`src/rtl/uart_irq_pkg.sv`:
```
`timescale 1ns/1ps
// Shared constants and types of the UART interrupt controller.
// Assumes: source indices double as priority, 0 being the highest.
package uart_irq_pkg;
    localparam int NSRC   = 5;
    localparam int S_LS   = 0;
    localparam int S_RDA  = 1;
    localparam int S_TO   = 2;
    localparam int S_THRE = 3;
    localparam int S_MS   = 4;

    localparam int IE_RX   = 0;
    localparam int IE_THRE = 1;
    localparam int IE_LS   = 2;
    localparam int IE_MS   = 3;
    localparam int IE_PROG = 4;
    localparam int IE_W    = 5;

    typedef enum logic [3:0] {
        ID_MS   = 4'b0000,
        ID_NONE = 4'b0001,
        ID_THRE = 4'b0010,
        ID_RDA  = 4'b0100,
        ID_LS   = 4'b0110,
        ID_TO   = 4'b1100
    } iir_id_e;

    typedef enum logic [1:0] {
        TET_EMPTY = 2'd0,
        TET_TWO   = 2'd1,
        TET_QTR   = 2'd2,
        TET_HALF  = 2'd3
    } tet_e;

    // Maps a source index to the identity code it reports.
    function automatic iir_id_e src_code(input int idx);
        case (idx)
            S_LS:    return ID_LS;
            S_RDA:   return ID_RDA;
            S_TO:    return ID_TO;
            S_THRE:  return ID_THRE;
            default: return ID_MS;
        endcase
    endfunction
endpackage

```
`src/rtl/uart_irq_srcs.sv`:
```
`timescale 1ns/1ps
// Pending flags for line status, received data, timeout and modem causes.
// Assumes: event inputs are single-cycle pulses; a new event wins over
// the clearing access in the same cycle.
module uart_irq_srcs #(
    parameter int RLW = 5
) (
    input  logic           clk,
    input  logic           rst_n,
    input  logic           fifo_en,
    input  logic           auto_flow,
    input  logic           ovr_err,
    input  logic           par_err,
    input  logic           frm_err,
    input  logic           brk_det,
    input  logic [RLW-1:0] rx_level,
    input  logic           rx_trig,
    input  logic           rx_timeout,
    input  logic           dcts,
    input  logic           ddsr,
    input  logic           teri,
    input  logic           ddcd,
    input  logic           lsr_rd,
    input  logic           rbr_rd,
    input  logic           msr_rd,
    output logic           ls_p,
    output logic           rda_p,
    output logic           to_p,
    output logic           ms_p
);
    logic line_evt;
    logic ms_evt;
    logic rda_cond;

    // Any line fault raises the line status cause.
    assign line_evt = ovr_err | par_err | frm_err | brk_det;
    // CTS changes are hidden while hardware flow control owns CTS.
    assign ms_evt   = (dcts & ~auto_flow) | ddsr | teri | ddcd;
    // Data present: trigger state in FIFO mode, any character otherwise.
    assign rda_cond = fifo_en ? rx_trig : (|rx_level);

    // Set/clear the four pending flags.
    always_ff @(posedge clk) begin
        if (!rst_n) begin
            ls_p  <= 1'b0;
            rda_p <= 1'b0;
            to_p  <= 1'b0;
            ms_p  <= 1'b0;
        end else begin
            ls_p  <= line_evt | (ls_p & ~lsr_rd);
            rda_p <= rda_cond;
            to_p  <= rx_timeout | (to_p & ~rbr_rd);
            ms_p  <= ms_evt | (ms_p & ~msr_rd);
        end
    end
endmodule

```
`src/rtl/uart_irq_thre.sv`:
```
`timescale 1ns/1ps
// Transmit-room cause, transmit status bit and transmit DMA request.
// Assumes: TX_DEPTH >= 4 so the quarter level is non-zero; tx_level never
// exceeds TX_DEPTH.
module uart_irq_thre
    import uart_irq_pkg::*;
#(
    parameter int TX_DEPTH = 16,
    parameter int TLW      = $clog2(TX_DEPTH + 1)
) (
    input  logic           clk,
    input  logic           rst_n,
    input  logic           prog_on,
    input  logic [1:0]     tet,
    input  logic [TLW-1:0] tx_level,
    input  logic           thr_wr,
    input  logic           iir_rd,
    input  logic           thre_shown,
    output logic           thre_p,
    output logic           thre_rise,
    output logic           lsr_thre,
    output logic           dma_tx_req
);
    localparam logic [TLW-1:0] LV_FULL = TLW'(TX_DEPTH);
    localparam logic [TLW-1:0] LV_TWO  = TLW'(2);
    localparam logic [TLW-1:0] LV_QTR  = TLW'(TX_DEPTH / 4);
    localparam logic [TLW-1:0] LV_HALF = TLW'(TX_DEPTH / 2);

    logic [TLW-1:0] thr_lvl;
    logic           empty;
    logic           cond;
    logic           cond_q;
    logic           clr;

    // Decode the threshold select into a fill level.
    always_comb begin
        case (tet)
            TET_EMPTY: thr_lvl = '0;
            TET_TWO:   thr_lvl = LV_TWO;
            TET_QTR:   thr_lvl = LV_QTR;
            default:   thr_lvl = LV_HALF;
        endcase
    end

    assign empty      = (tx_level == '0);
    assign cond       = prog_on ? (tx_level <= thr_lvl) : empty;
    assign thre_rise  = cond & ~cond_q;
    assign clr        = (prog_on & ~cond) | (thr_wr & ~prog_on) | (iir_rd & thre_shown);
    assign lsr_thre   = prog_on ? (tx_level == LV_FULL) : empty;
    assign dma_tx_req = cond;

    // Edge-latched pending flag; a new rise wins over any clear.
    always_ff @(posedge clk) begin
        if (!rst_n) begin
            cond_q <= 1'b0;
            thre_p <= 1'b0;
        end else begin
            cond_q <= cond;
            thre_p <= thre_rise | (thre_p & ~clr);
        end
    end
endmodule

```
`src/rtl/uart_irq_prio.sv`:
```
`timescale 1ns/1ps
// Masks pending causes with their enables, ORs them into the interrupt and
// encodes the highest-priority survivor. Purely combinational.
module uart_irq_prio
    import uart_irq_pkg::*;
(
    input  logic [NSRC-1:0] pend,
    input  logic [NSRC-1:0] en,
    output logic            irq,
    output iir_id_e         code
);
    logic [NSRC-1:0] live;

    assign live = pend & en;
    assign irq  = |live;

    // Scan from lowest to highest priority so the highest overrides.
    always_comb begin
        code = ID_NONE;
        for (int i = NSRC - 1; i >= 0; i--) begin
            if (live[i]) code = src_code(i);
        end
    end
endmodule

```
`src/rtl/uart_irq_ctrl.sv`:
```
`timescale 1ns/1ps
// UART interrupt controller top: holds enable bits and threshold select,
// combines the cause latches and the priority encoder.
// Assumes: register strobes last one cycle; configuration loads on cfg_wr.
module uart_irq_ctrl
    import uart_irq_pkg::*;
#(
    parameter  int RX_DEPTH = 16,
    parameter  int TX_DEPTH = 16,
    localparam int RLW      = $clog2(RX_DEPTH + 1),
    localparam int TLW      = $clog2(TX_DEPTH + 1)
) (
    input  logic           clk,
    input  logic           rst_n,
    input  logic           fifo_en,
    input  logic           auto_flow,
    input  logic           cfg_wr,
    input  logic [4:0]     cfg_ier,
    input  logic [1:0]     cfg_tet,
    input  logic           ovr_err,
    input  logic           par_err,
    input  logic           frm_err,
    input  logic           brk_det,
    input  logic [RLW-1:0] rx_level,
    input  logic           rx_trig,
    input  logic           rx_timeout,
    input  logic [TLW-1:0] tx_level,
    input  logic           dcts,
    input  logic           ddsr,
    input  logic           teri,
    input  logic           ddcd,
    input  logic           lsr_rd,
    input  logic           rbr_rd,
    input  logic           iir_rd,
    input  logic           msr_rd,
    input  logic           thr_wr,
    output logic           irq,
    output logic [3:0]     iir_code,
    output logic           lsr_thre,
    output logic           dma_tx_req
);
    logic [IE_W-1:0] ier_q;
    logic [1:0]      tet_q;
    logic [NSRC-1:0] pend;
    logic [NSRC-1:0] en_vec;
    logic            prog_on;
    logic            thre_rise;
    logic            thre_shown;
    iir_id_e         code_e;

    // Configuration register: enables and threshold select.
    always_ff @(posedge clk) begin
        if (!rst_n) begin
            ier_q <= '0;
            tet_q <= '0;
        end else if (cfg_wr) begin
            ier_q <= cfg_ier;
            tet_q <= cfg_tet;
        end
    end

    // Spread the enable bits over the source vector; rx bit covers two.
    always_comb begin
        en_vec         = '0;
        en_vec[S_LS]   = ier_q[IE_LS];
        en_vec[S_RDA]  = ier_q[IE_RX];
        en_vec[S_TO]   = ier_q[IE_RX];
        en_vec[S_THRE] = ier_q[IE_THRE];
        en_vec[S_MS]   = ier_q[IE_MS];
    end

    assign prog_on    = ier_q[IE_PROG] & fifo_en;
    assign thre_shown = (code_e == ID_THRE);
    assign iir_code   = code_e;

    uart_irq_srcs #(.RLW(RLW)) u_srcs (
        .clk        (clk),
        .rst_n      (rst_n),
        .fifo_en    (fifo_en),
        .auto_flow  (auto_flow),
        .ovr_err    (ovr_err),
        .par_err    (par_err),
        .frm_err    (frm_err),
        .brk_det    (brk_det),
        .rx_level   (rx_level),
        .rx_trig    (rx_trig),
        .rx_timeout (rx_timeout),
        .dcts       (dcts),
        .ddsr       (ddsr),
        .teri       (teri),
        .ddcd       (ddcd),
        .lsr_rd     (lsr_rd),
        .rbr_rd     (rbr_rd),
        .msr_rd     (msr_rd),
        .ls_p       (pend[S_LS]),
        .rda_p      (pend[S_RDA]),
        .to_p       (pend[S_TO]),
        .ms_p       (pend[S_MS])
    );

    uart_irq_thre #(.TX_DEPTH(TX_DEPTH), .TLW(TLW)) u_thre (
        .clk        (clk),
        .rst_n      (rst_n),
        .prog_on    (prog_on),
        .tet        (tet_q),
        .tx_level   (tx_level),
        .thr_wr     (thr_wr),
        .iir_rd     (iir_rd),
        .thre_shown (thre_shown),
        .thre_p     (pend[S_THRE]),
        .thre_rise  (thre_rise),
        .lsr_thre   (lsr_thre),
        .dma_tx_req (dma_tx_req)
    );

    uart_irq_prio u_prio (
        .pend (pend),
        .en   (en_vec),
        .irq  (irq),
        .code (code_e)
    );
endmodule

```
`config.mk`:
```
export PLATFORM = sky130hd
export DESIGN_NAME = uart_irq_ctrl
export DESIGN_NICKNAME = d
export VERILOG_FILES = /design/src/rtl/uart_irq_pkg.sv /design/src/rtl/uart_irq_srcs.sv /design/src/rtl/uart_irq_thre.sv /design/src/rtl/uart_irq_prio.sv /design/src/rtl/uart_irq_ctrl.sv
export SDC_FILE = /design/constraint.sdc
export NUM_CORES = 1
export LEC_CHECK = 0
export BUFFER_PORTS_ARGS = -buffer_cell sky130_fd_sc_hd__buf_4
export CAP_MARGIN = 20
export CORE_MARGIN = 10
export CORE_UTILIZATION = 37
export DETAILED_ROUTE_END_ITERATION = 8
export GPL_TIMING_DRIVEN = 1
export PLACE_DENSITY = 0.8
export SYNTH_ARGS = -nofsm -noshare
export SYNTH_HDL_FRONTEND = slang
export SYNTH_SLANG_ARGS = --single-unit
```
`constraint.sdc`:
```
create_clock -name clk -period 1.6 [get_ports clk]
set_input_delay 0.32 -clock clk [delete_from_list [all_inputs] [get_ports clk]]
set_output_delay 0.32 -clock clk [all_outputs]
set_load 0.01 [all_outputs]
```
==> reports/qor.yml <==
worst-r2r-cell-count: 8
slew_headroom: 0.7710
remaining_drc_errors: 0
cts-htree-levels: 1
number_of_buffers_inserted_during_clock_tree_synthesis: 3
avgRoutedWirePerCell_microns: 14.84
nFillCells: 145
status: "finished, violations left"
cts.root.buffer_cell: "sky130_fd_sc_hd__clkbuf_4"
synth-compound-area-share: 0.1552
r2r_end: "u_thre.thre_p$_SDFF_PN0_"
crit_arrival_ns: 1.77
dominant_combinational_cell_family_by_area_after_synthesis: "simple AND/OR/NAND/NOR gates"
weighted_congestion_at_the_end_of_routability_driven_global_placement: 0.7124
grt-ovfl-total: 0
skew_ns: 0.002645
achievable-frequency_ghz: 0.4781
layout_worst_path_cycle_share: 1.307
count_of_cell_types_in_the_netlist: 28
multiInputGateArea_sq_um: 460.4
violations_in_the_final_reports: "negative setup slack"
clock_tree.buffer_depth: 2
totalNegativeSetupSlack_ns: -0.8489
wirelength_mm: 2.344
worst_setup_hold_path_clk_slew_ns: 0.07
hold_path.startpoint: "ddcd"
timing.final.hold_violations: 0
setup_viol_count_final: 4
worst_slack_ns: -0.4916
core.rowCount: 15
synth-main-ff-cell: "sky130_fd_sc_hd__dfxtp_1"
post-route-util: 0.6975
effective_utilization_at_floorplan: 0.3971
antenna_found_initial: 0
biggest_fanout_along_the_worst_timing_path: 4
first_iter_violations: 8
vias_per_cell: 4.867
clock-sinks: 13
p_per_area_nw_per_um2: 638.4
synthSimpleGateAreaFrac: 0.2527
dpl.hpwl_mm: 1.911
clock_tree_from_tritoncts: "built"
synth-seq-cells: 13
synth.cell_area_sq_um: 693.2
rr_startpoint: "tet_q[0]$_SDFFE_PN0P_"
hold-path-cell-count: 3
synthArstFlopShare: 0
timing.critical_path.from_type: "flop"
die_height_microns: 63.29
hold_path.class: "input pin to flop"
ir_drop_mv: 0.5343
finalNetCount: 174
synth.top_cell.area_share: 0.3755
worst-setup-path-type: "flop to output port"
muxShareOfSynthArea: 0.1011
synth_top_area_cell: "sky130_fd_sc_hd__dfxtp_1"
max_slew_violations: 0
power.leakage_nw: 0.5821
core_region_area_sq_um: 1745
area.sequential_sq_um: 271.5
post_synthesis_xor_xnor_area_fraction: 0.01264
critical_path_required_ns: 1.28
syn-mean-instance-area_sq_um: 8.774
synthCells: 79
buffer_ports.inserted: 43
clk_latency_ns: 0.27
seq_area_frac_synth: 0.3755
synthesis.nets: 119
antenna-diode-count: 0
synth-edff-count: 0
maxCapViolations: 0
via_count_of_the_first_global_routing_pass: 840
layout-drive-gt1-share: 0.5263
route.vias.total: 769
synth-adder-area-share: 0.05415
worst-r2r-setup-slack_ns: -0.26
synth.yosys.warnings: 0
critPathCaptureType: "output port"
holdBufCountCts: 0
die_area_sq_um: 4005
grt_max_degree: 12
timing_worst_slew_pin_value_ns: 0.3432
track_usage: 0.1127
cell_types_with_the_largest_area_share_after_synthesis: "sky130_fd_sc_hd__dfxtp_1 (38%), sky130_fd_sc_hd__mux2i_1 (10%), sky130_fd_sc_hd__nor2_1 (7.0%), sky130_fd_sc_hd__ha_1 (5.4%), sky130_fd_sc_hd__inv_1 (3.8%)"
drt_pre_antenna_iters: 4
area_growth_syn_to_layout_pct: 75.63
die-width_microns: 63.29
antenna_violating_nets_post_route: 0
boundary_pin_count: 44
min_period_ns: 2.092
setup_repair_after_global_routing_missed_its_margin: "yes"
worstHoldEndpoint: "u_srcs.ms_p$_SDFF_PN0_"
wire_length_of_the_first_global_routing_pass_mm: 3.746
## placed cells by master (no fill, tap or decap), types with 2 or more instances in the layout
cell,synthesis,routed
sky130_fd_sc_hd__buf_4,0,49
sky130_fd_sc_hd__ha_4,0,2
sky130_fd_sc_hd__nor4_1,2,2
sky130_fd_sc_hd__nand2b_1,3,2
sky130_fd_sc_hd__buf_6,0,3
sky130_fd_sc_hd__clkbuf_4,0,3
sky130_fd_sc_hd__a21oi_1,5,5
sky130_fd_sc_hd__inv_1,7,7
sky130_fd_sc_hd__dfxtp_4,0,2
sky130_fd_sc_hd__mux2i_1,7,7
sky130_fd_sc_hd__and4b_1,2,2
sky130_fd_sc_hd__dfxtp_2,0,3
sky130_fd_sc_hd__nand2_1,5,5
sky130_fd_sc_hd__dfxtp_1,13,8
sky130_fd_sc_hd__nor2_1,13,13
## repair_timing
| action | 4_1_cts | 5_1_grt |
|---|---|---|
| gates cloned | 0 | 0 |
| gates resized for setup | 9 | 5 |
| endpoints found under the setup margin | 6 | 6 |
| pin swaps | 6 | 3 |
| setup buffers | 3 | 2 |
## state kept, by name, indices dropped and copies added (netlist names)
name           flops
u_srcs.to_p        1
tet_q              2
u_srcs.ls_p        1
u_srcs.ms_p        1
ier_q              5
u_thre.thre_p      1
u_srcs.rda_p       1
u_thre.cond_q      1
## layout make-up
class | instances | area share
repair buffers | 52 | 0.3299
inverters | 7 | 0.02158
clock buffers | 4 | 0.02158
flip-flops and latches | 13 | 0.2230
multi-input cells | 57 | 0.3782
well taps | 25 | 0.02569
## cells by family after synthesis
logic type,count (synthesis)
compound gates,13
xor+xnor,1
fa+ha+maj,3
buf+inv,9
flops,13
mux,7
simple gates,33
## report_power, final
group / switching, W / internal [W]
sequential: 0.0000160 / 0.000342
clock: 0.0000955 / 0.0000965
combinational: 0.0000879 / 0.000139
## through the flow
| stage | setup WS [ns] | power (W) | hold slack (ns) | cells | cell area, sq um |
|---|---|---|---|---|---|
| after floorplan | -0.06747 | 0.0004464 | 0.4374 | 79 | 721.9 |
| after global placement | -0.1672 | 0.0005559 | 0.4496 | 150 | 1106 |
| after detailed placement | -0.2414 | 0.0005672 | 0.4747 | 150 | 1106 |
| after CTS | -0.5125 | 0.0007824 | 0.2509 | 157 | 1199 |
| after global routing | -0.5720 | 0.0008266 | 0.2723 | 158 | 1217 |
| final | -0.4916 | 0.0007772 | 0.2621 | 158 | 1217 |
## worst max path at each step
stage	startpoint	endpoint	slack (ns)	depth (start not counted)
finish	tet_q[0]$_SDFFE_PN0P_	dma_tx_req	-0.49	6
global route	tet_q[0]$_SDFFE_PN0P_	dma_tx_req	-0.57	6
CTS	tet_q[0]$_SDFFE_PN0P_	dma_tx_req	-0.51	6
detailed placement	tet_q[0]$_SDFFE_PN0P_	u_thre.thre_p$_SDFF_PN0_	-0.24	7
global placement	tet_q[0]$_SDFFE_PN0P_	dma_tx_req	-0.17	6
floorplan	tet_q[0]$_SDFFE_PN0P_	dma_tx_req	-0.07	5
## cell usage after synthesis, types with 2 or more instances
library cell               count
sky130_fd_sc_hd__ha_1          3
sky130_fd_sc_hd__dfxtp_1      13
sky130_fd_sc_hd__a21oi_1       5
sky130_fd_sc_hd__nand2_1       5
sky130_fd_sc_hd__nand2b_1      3
sky130_fd_sc_hd__nor4_1        2
sky130_fd_sc_hd__nor2_1       13
sky130_fd_sc_hd__clkbuf_1      2
sky130_fd_sc_hd__inv_1         7
sky130_fd_sc_hd__and4b_1       2
sky130_fd_sc_hd__mux2i_1       7
## worst max-delay path: stages, from the launching register on
cell                       delay (ns)
sky130_fd_sc_hd__dfxtp_2         0.33
sky130_fd_sc_hd__nand2b_4        0.14
sky130_fd_sc_hd__ha_4            0.25
sky130_fd_sc_hd__or2b_1          0.25
sky130_fd_sc_hd__a211oi_4        0.23
sky130_fd_sc_hd__a311oi_2        0.13
sky130_fd_sc_hd__buf_4           0.16
## per-layer routing
| metal | wire, microns | track usage |
|---|---|---|
| met5 | 0 | 0 |
| met2 | 1256 | 0.2208 |
| met1 | 888 | 0.1056 |
| met4 | 0 | 0.01639 |
| met3 | 200 | 0.05124 |
(Power assumes the default switching activity.)
